File: src/rtl/ttg_pkg.sv
// Shared helpers and types for the task trigger load generator.
// Assumes only elaboration-time use of the functions.
package ttg_pkg;

    // Number of words needed to cover n bits in w-bit words.
    function automatic int ceil_div(input int n, input int w);
        return (n + w - 1) / w;
    endfunction

    // Per-task lane state: idle, issuing the start pulse, or running.
    typedef enum logic [1:0] {
        LANE_IDLE = 2'd0,
        LANE_PULSE = 2'd1,
        LANE_RUN = 2'd2
    } lane_state_e;

endpackage

File: src/rtl/ttg_mask_bank.sv
// Staging and active enable masks with a word-wide host port.
// Writes land in the staging copy; a commit moves the whole staging copy
// (including a same-cycle write) into the active copy in one edge.
// Assumes ADDR_W can express NUM_WORDS, so out-of-range addresses exist.
module ttg_mask_bank #(
    parameter int N         = 60,
    parameter int WORD_W    = 16,
    parameter int NUM_WORDS = 4,
    parameter int ADDR_W    = 3
) (
    input  logic              clk,
    input  logic              rst_n,
    input  logic              wr,
    input  logic [ADDR_W-1:0] addr,
    input  logic [WORD_W-1:0] wdata,
    input  logic              commit,
    output logic [N-1:0]      act_mask,
    output logic [N-1:0]      act_next,
    output logic [WORD_W-1:0] rdata,
    output logic              changed
);
    localparam int IDX_W = (NUM_WORDS > 1) ? $clog2(NUM_WORDS) : 1;

    logic [N-1:0]      shadow_q;
    logic [N-1:0]      shadow_next;
    logic [N-1:0]      act_q;
    logic              in_range;
    logic [IDX_W-1:0]  word_idx;
    logic [WORD_W-1:0] act_words [NUM_WORDS];

    // Address decode shared by write and read paths.
    assign in_range = (int'(addr) < NUM_WORDS);
    assign word_idx = addr[IDX_W-1:0];

    // Per-word slicing; the last word may be partial.
    for (genvar w = 0; w < NUM_WORDS; w++) begin : g_word
        localparam int LO = w * WORD_W;
        localparam int HI = ((LO + WORD_W) < N) ? (LO + WORD_W - 1) : (N - 1);
        localparam int SW = HI - LO + 1;
        logic hit;
        assign hit = wr && in_range && (addr == ADDR_W'(w));
        assign shadow_next[HI:LO] = hit ? wdata[SW-1:0] : shadow_q[HI:LO];
        assign act_words[w] = WORD_W'(act_q[HI:LO]);
    end

    // Next active mask and change detection for the event logic.
    always_comb begin
        act_next = commit ? shadow_next : act_q;
        changed  = commit && (shadow_next != act_q);
        rdata    = in_range ? act_words[word_idx] : '0;
    end

    // Register both mask copies.
    always_ff @(posedge clk) begin
        if (!rst_n) begin
            shadow_q <= '0;
            act_q    <= '0;
        end else begin
            shadow_q <= shadow_next;
            act_q    <= act_next;
        end
    end

    assign act_mask = act_q;
endmodule

File: src/rtl/ttg_task_lane.sv
// One task's start/restart sequencer.
// Starts the task when enabled and idle, or when enabled and done is seen
// while running; the start pulse is registered, one cycle wide.
// Assumes done is only meaningful while the lane is busy.
module ttg_task_lane
    import ttg_pkg::*;
(
    input  logic clk,
    input  logic rst_n,
    input  logic enable_next,
    input  logic done,
    output logic trig,
    output logic busy
);
    lane_state_e state_q;
    lane_state_e state_d;
    logic        start;

    // Start decision and next state.
    always_comb begin
        busy  = (state_q != LANE_IDLE);
        start = enable_next && (!busy || done);
        if (start) begin
            state_d = LANE_PULSE;
        end else if (busy && done) begin
            state_d = LANE_IDLE;
        end else if (state_q == LANE_PULSE) begin
            state_d = LANE_RUN;
        end else begin
            state_d = state_q;
        end
    end

    // State register.
    always_ff @(posedge clk) begin
        if (!rst_n) begin
            state_q <= LANE_IDLE;
        end else begin
            state_q <= state_d;
        end
    end

    assign trig = (state_q == LANE_PULSE);
endmodule

File: src/rtl/ttg_stamp.sv
// Free-running cycle counter with a change event capture.
// On a change event the current count is latched and a one-cycle valid
// flag follows. The counter wraps at 2**TS_W.
module ttg_stamp #(
    parameter int TS_W = 32
) (
    input  logic            clk,
    input  logic            rst_n,
    input  logic            event_in,
    output logic            chg_valid,
    output logic [TS_W-1:0] chg_stamp
);
    logic [TS_W-1:0] cnt_q;

    // Cycle counter, zero in the first cycle after reset.
    always_ff @(posedge clk) begin
        if (!rst_n) begin
            cnt_q <= '0;
        end else begin
            cnt_q <= cnt_q + 1'b1;
        end
    end

    // Capture the count and flag the event.
    always_ff @(posedge clk) begin
        if (!rst_n) begin
            chg_valid <= 1'b0;
            chg_stamp <= '0;
        end else begin
            chg_valid <= event_in;
            if (event_in) begin
                chg_stamp <= cnt_q;
            end
        end
    end
endmodule

File: src/rtl/task_trigger_gen.sv
// Top level of the task trigger load generator.
// Holds the host-controlled enable mask, one lane per task and the change
// timestamp. Lanes see the next active mask so a newly enabled task is
// started in the cycle right after the commit.
module task_trigger_gen
    import ttg_pkg::*;
#(
    parameter int  NUM_TASKS = 60,
    parameter int  WORD_W    = 16,
    parameter int  TS_W      = 32,
    localparam int NUM_WORDS = ceil_div(NUM_TASKS, WORD_W),
    localparam int ADDR_W    = $clog2(NUM_WORDS + 1)
) (
    input  logic                 clk,
    input  logic                 rst_n,
    input  logic                 host_wr,
    input  logic [ADDR_W-1:0]    host_addr,
    input  logic [WORD_W-1:0]    host_wdata,
    input  logic                 host_commit,
    output logic [WORD_W-1:0]    host_rdata,
    input  logic [NUM_TASKS-1:0] task_done,
    output logic [NUM_TASKS-1:0] task_trig,
    output logic                 chg_valid,
    output logic [TS_W-1:0]      chg_stamp
);
    logic [NUM_TASKS-1:0] act_mask;
    logic [NUM_TASKS-1:0] act_next;
    logic [NUM_TASKS-1:0] busy_vec;
    logic                 mask_changed;

    ttg_mask_bank #(
        .N         (NUM_TASKS),
        .WORD_W    (WORD_W),
        .NUM_WORDS (NUM_WORDS),
        .ADDR_W    (ADDR_W)
    ) u_mask (
        .clk      (clk),
        .rst_n    (rst_n),
        .wr       (host_wr),
        .addr     (host_addr),
        .wdata    (host_wdata),
        .commit   (host_commit),
        .act_mask (act_mask),
        .act_next (act_next),
        .rdata    (host_rdata),
        .changed  (mask_changed)
    );

    for (genvar i = 0; i < NUM_TASKS; i++) begin : g_lane
        ttg_task_lane u_lane (
            .clk         (clk),
            .rst_n       (rst_n),
            .enable_next (act_next[i]),
            .done        (task_done[i]),
            .trig        (task_trig[i]),
            .busy        (busy_vec[i])
        );
    end

    ttg_stamp #(
        .TS_W (TS_W)
    ) u_stamp (
        .clk       (clk),
        .rst_n     (rst_n),
        .event_in  (mask_changed),
        .chg_valid (chg_valid),
        .chg_stamp (chg_stamp)
    );
endmodule

File: config.mk
export PLATFORM = sky130hd
export DESIGN_NAME = task_trigger_gen
export DESIGN_NICKNAME = d
export VERILOG_FILES = /design/src/rtl/ttg_pkg.sv /design/src/rtl/ttg_mask_bank.sv /design/src/rtl/ttg_task_lane.sv /design/src/rtl/ttg_stamp.sv /design/src/rtl/task_trigger_gen.sv
export SDC_FILE = /design/constraint.sdc
export NUM_CORES = 1
export LEC_CHECK = 0
export BUFFER_PORTS_ARGS = -buffer_cell sky130_fd_sc_hd__clkbuf_2
export CAP_MARGIN = 20
export CELL_PAD_IN_SITES_DETAIL_PLACEMENT = 0
export CELL_PAD_IN_SITES_GLOBAL_PLACEMENT = 1
export CORE_AREA = 2 2 175 177
export CTS_CLUSTER_DIAMETER = 80
export DETAILED_ROUTE_END_ITERATION = 8
export DIE_AREA = 0 0 177 179
export HOLD_SLACK_MARGIN = 0.05
export PLACE_DENSITY_LB_ADDON = 0.1
export SLEW_MARGIN = 20
export SYNTH_ARGS = -nofsm -noshare
export SYNTH_HDL_FRONTEND = slang
export SYNTH_SLANG_ARGS = --single-unit
File: constraint.sdc
create_clock -name clk -period 5.5 [get_ports clk]
set_input_delay 0.825 -clock clk [delete_from_list [all_inputs] [get_ports clk]]
set_output_delay 0.825 -clock clk [all_outputs]
set_load 0.05 [all_outputs]
==> flow_summary_export.csv <==
group,metric,value,unit
outcome,status,"completed",
sta,slew_headroom,33.9,%
grt,met3_usage,4.60,%
clock_network,clock_latency,510,ps
routing,drcViolationCount,0,
run,maxCapViolations,0,
finish,final_cell_area,15900,um^2
sta,setup_viol,0,
critical_path,cp-start-kind,"input port",
grt,grt_overflow_total,0,
grt,top_usage_layer,"met2",
die,core_area,30000,um^2
clock_network,clk_pin_slew,60,ps
power,vdd_ir_drop_max,0.235,mV
synth,yosys-top-cells-area,"dfxtp_1, nor2b_1, mux2i_1",
finish,n_fill_cell,2871,
grt,grt_first_pass_wirelength,56200,um
clock_network,cts_tree,"done",
sta,timing.final.crit_share,68.5,%
place,gp_congestion,0.933,
synth,synth_ff_type,"dfxtp_1",
critical_path,cp-end-kind,"flop",
sta,grt_setup_unrepaired,"false",
sta,hold_viol_final,0,
synth,avgSynthCellArea,9.23,um^2
sta,skew,17.1,ps
synth,synth_top_area_share,43.3,%
synth,synth_cells,1527,
clock_network,h-tree-depth,2,
grt,grtUsageMet1,31.9,%
power,powerDensity,327,nW/um^2
place,portBuffers,191,
finish,area_growth,13.0,%
routing,dr.first_iter.drc_count,734,
grt,grt_pass1_vias,9978,
synth,synth-seq-cells,305,
clock_network,cts_inserted_buffers,35,
clock_network,cts_resized,0,
routing,routed_wirelength,37000,um
synth,yosys.cell_types.count,60,
grt,grtUsageTotal,22.8,%
clock_network,clock_sinks,305,
die,die_area,31700,um^2
synth,async_flop_share,0,%
synth,yosys.area.top_type,"dfxtp_1",
finish,drive_above_1_share,16.7,%
grt,antenna_found_initial,0,
die,num_rows,64,
synth,synth-edff-count,0,
routing,antenna_left,0,
routing,vias,10878,
sta,tightest_slew,991,ps
clock_network,clock_path_buffers,3,
synth,syn-cell-area,14100,um^2
hold_path,hp-class,"reg2reg",
finish,mostFrequentLayoutCells,"dfxtp_1, nand2_1, clkbuf_2",
critical_path,cp.required,5910,ps
critical_path,critical_path_arrival,4180,ps
grt,grt_max_degree,164,
clock_network,ctsHoldBuffers,0,
routing,firstDrtPassIters,7,
die,die_y,179,um
die,floorplan.initialDensity,46.9,%
critical_path,crit_fanout,33,
finish,final_common_cell,"dfxtp_1",
die,fp.dieW,177,um
routing,vias_per_cell,5.33,
synth,ys_warn_count,0,
die,ioPinCount,192,
clock_network,cts-root-buf,"clkbuf_16",
sta,slew_viol_final,0,
synth,synth.net_count,1611,
sta,finalSetupTns,0,ps
sta,fin_crit,3770,ps
place,placed_area,14800,um^2
finish,fin_nets,1706,
power,p_leak,7.13,nW
place,dpl.hpwl,26600,um
sta,fmax,0.265,GHz
grt,met2_usage,34.9,%
synth,yosysSeqAreaShare,43.3,%
critical_path,worstSetupPathType,"in2reg",
routing,wl_per_cell,18.1,um
clock_network,cts_setup_buffers,0,
where the power goes:
part | internal, mW | switching, mW | total, mW
combinational | 0.213 | 0.380 | 0.592
sequential | 2.29 | 0.0821 | 2.37
clock | 1.34 | 0.909 | 2.25
total | 3.84 | 1.37 | 5.21
path summary, 6_finish.rpt:
| check | start | depth (start not counted) | slack [ps] | end |
|---|---|---|---|---|
| max | host_addr[1] | 9 | 1730 | u_stamp.chg_valid$_SDFF_PN0_ |
| min | u_stamp.chg_stamp[20]$_SDFFE_PN0P_ | 2 | 450 | u_stamp.chg_stamp[20]$_SDFFE_PN0P_ |
| max reg2reg | u_mask.act_mask[55]$_SDFF_PN0_ | 8 | 2790 | u_stamp.chg_valid$_SDFF_PN0_ |
| min reg2reg | u_stamp.chg_stamp[20]$_SDFFE_PN0P_ | 2 | 450 | u_stamp.chg_stamp[20]$_SDFFE_PN0P_ |
Yosys cell counts, types with 3 or more instances:
master,number
dfxtp_1,305
nand2_1,205
nor2b_1,138
nor2_1,91
mux2i_1,84
o21ai_0,65
clkbuf_1,63
buf_4,62
nor3b_1,60
nand4b_1,59
o211a_1,59
inv_1,46
xnor2_1,40
xor2_1,31
and2_1,29
a21oi_1,20
nand2b_1,14
nand3_1,13
mux4_2,12
o221ai_1,12
o22ai_1,12
buf_6,9
nand4_1,8
and3_1,6
buf_1,6
o2111ai_1,6
or3_1,6
a222oi_1,5
a2bb2oi_1,5
a21boi_0,4
a221oi_1,4
nor3_1,4
nor4_1,4
a221o_1,3
a31oi_1,3
buf_2,3
per-stage QoR:
step | worst slack, ps | power, mW | utilization, % | hold slack [ps] | instances
6_report | 1730 | 5.21 | 53.1 | 455 | 2042
5_1_grt | 1520 | 5.41 | 53.1 | 471 | 2041
4_1_cts | 1730 | 5.26 | 53.1 | 457 | 2041
3_5_place_dp | 1200 | 3.01 | 49.4 | 448 | 1981
3_3_place_gp | 1260 | 3.00 | 49.4 | 440 | 1981
2_1_floorplan | 2190 | 2.85 | - | 433 | 1527
critical path: stages:
cell and delay, ps:
clkbuf_2 340, and4bb_1 1060, mux2i_1 390, xor2_1 180
nand2_1 80, a211oi_1 530, a41oi_4 160, buf_4 310
and2_1 240
flip-flops by register name, summed over array words and instances, names as in the netlist:
name                   flops
u_mask.shadow_q           60
g_lane.u_lane.state_q    120
u_stamp.chg_stamp         32
u_stamp.chg_valid          1
u_mask.act_mask           60
u_stamp.cnt_q             32
cell families (layout without fill, tap and decap cells):
logic type / after synthesis / after routing / synth area share, %
simple gates: 649 / 649 / 25.5
fa+ha+maj: 1 / 1 / 0.0887
mux: 97 / 97 / 7.96
other cells: 0 / 1 / 0
flops: 305 / 305 / 43.3
xor+xnor: 71 / 71 / 4.41
buf+inv: 189 / 307 / 7.19
compound gates: 215 / 215 / 11.5
area by class of cell:
| cell class | count | area, um^2 | area share, % |
|---|---|---|---|
| clock inverter | 12 | 128 | 0.801 |
| clock buffer | 48 | 975 | 6.12 |
| antenna | 1 | 2.50 | 0.0157 |
| multi-input combinational | 1033 | 7000 | 43.9 |
| tap | 396 | 495 | 3.11 |
| inverter | 46 | 173 | 1.08 |
| sequential | 305 | 6110 | 38.3 |
| timing repair buffer | 201 | 1050 | 6.62 |
metal layers:
layer / share of wire [%] / vias up
met4: 3.0 / 0
met2: 43 / 269
met5: 0 / -
met1: 49 / 5144
met3: 5.5 / 58
li1: - / 5407
No activity file was read; power rests on OpenSTA's default activity.
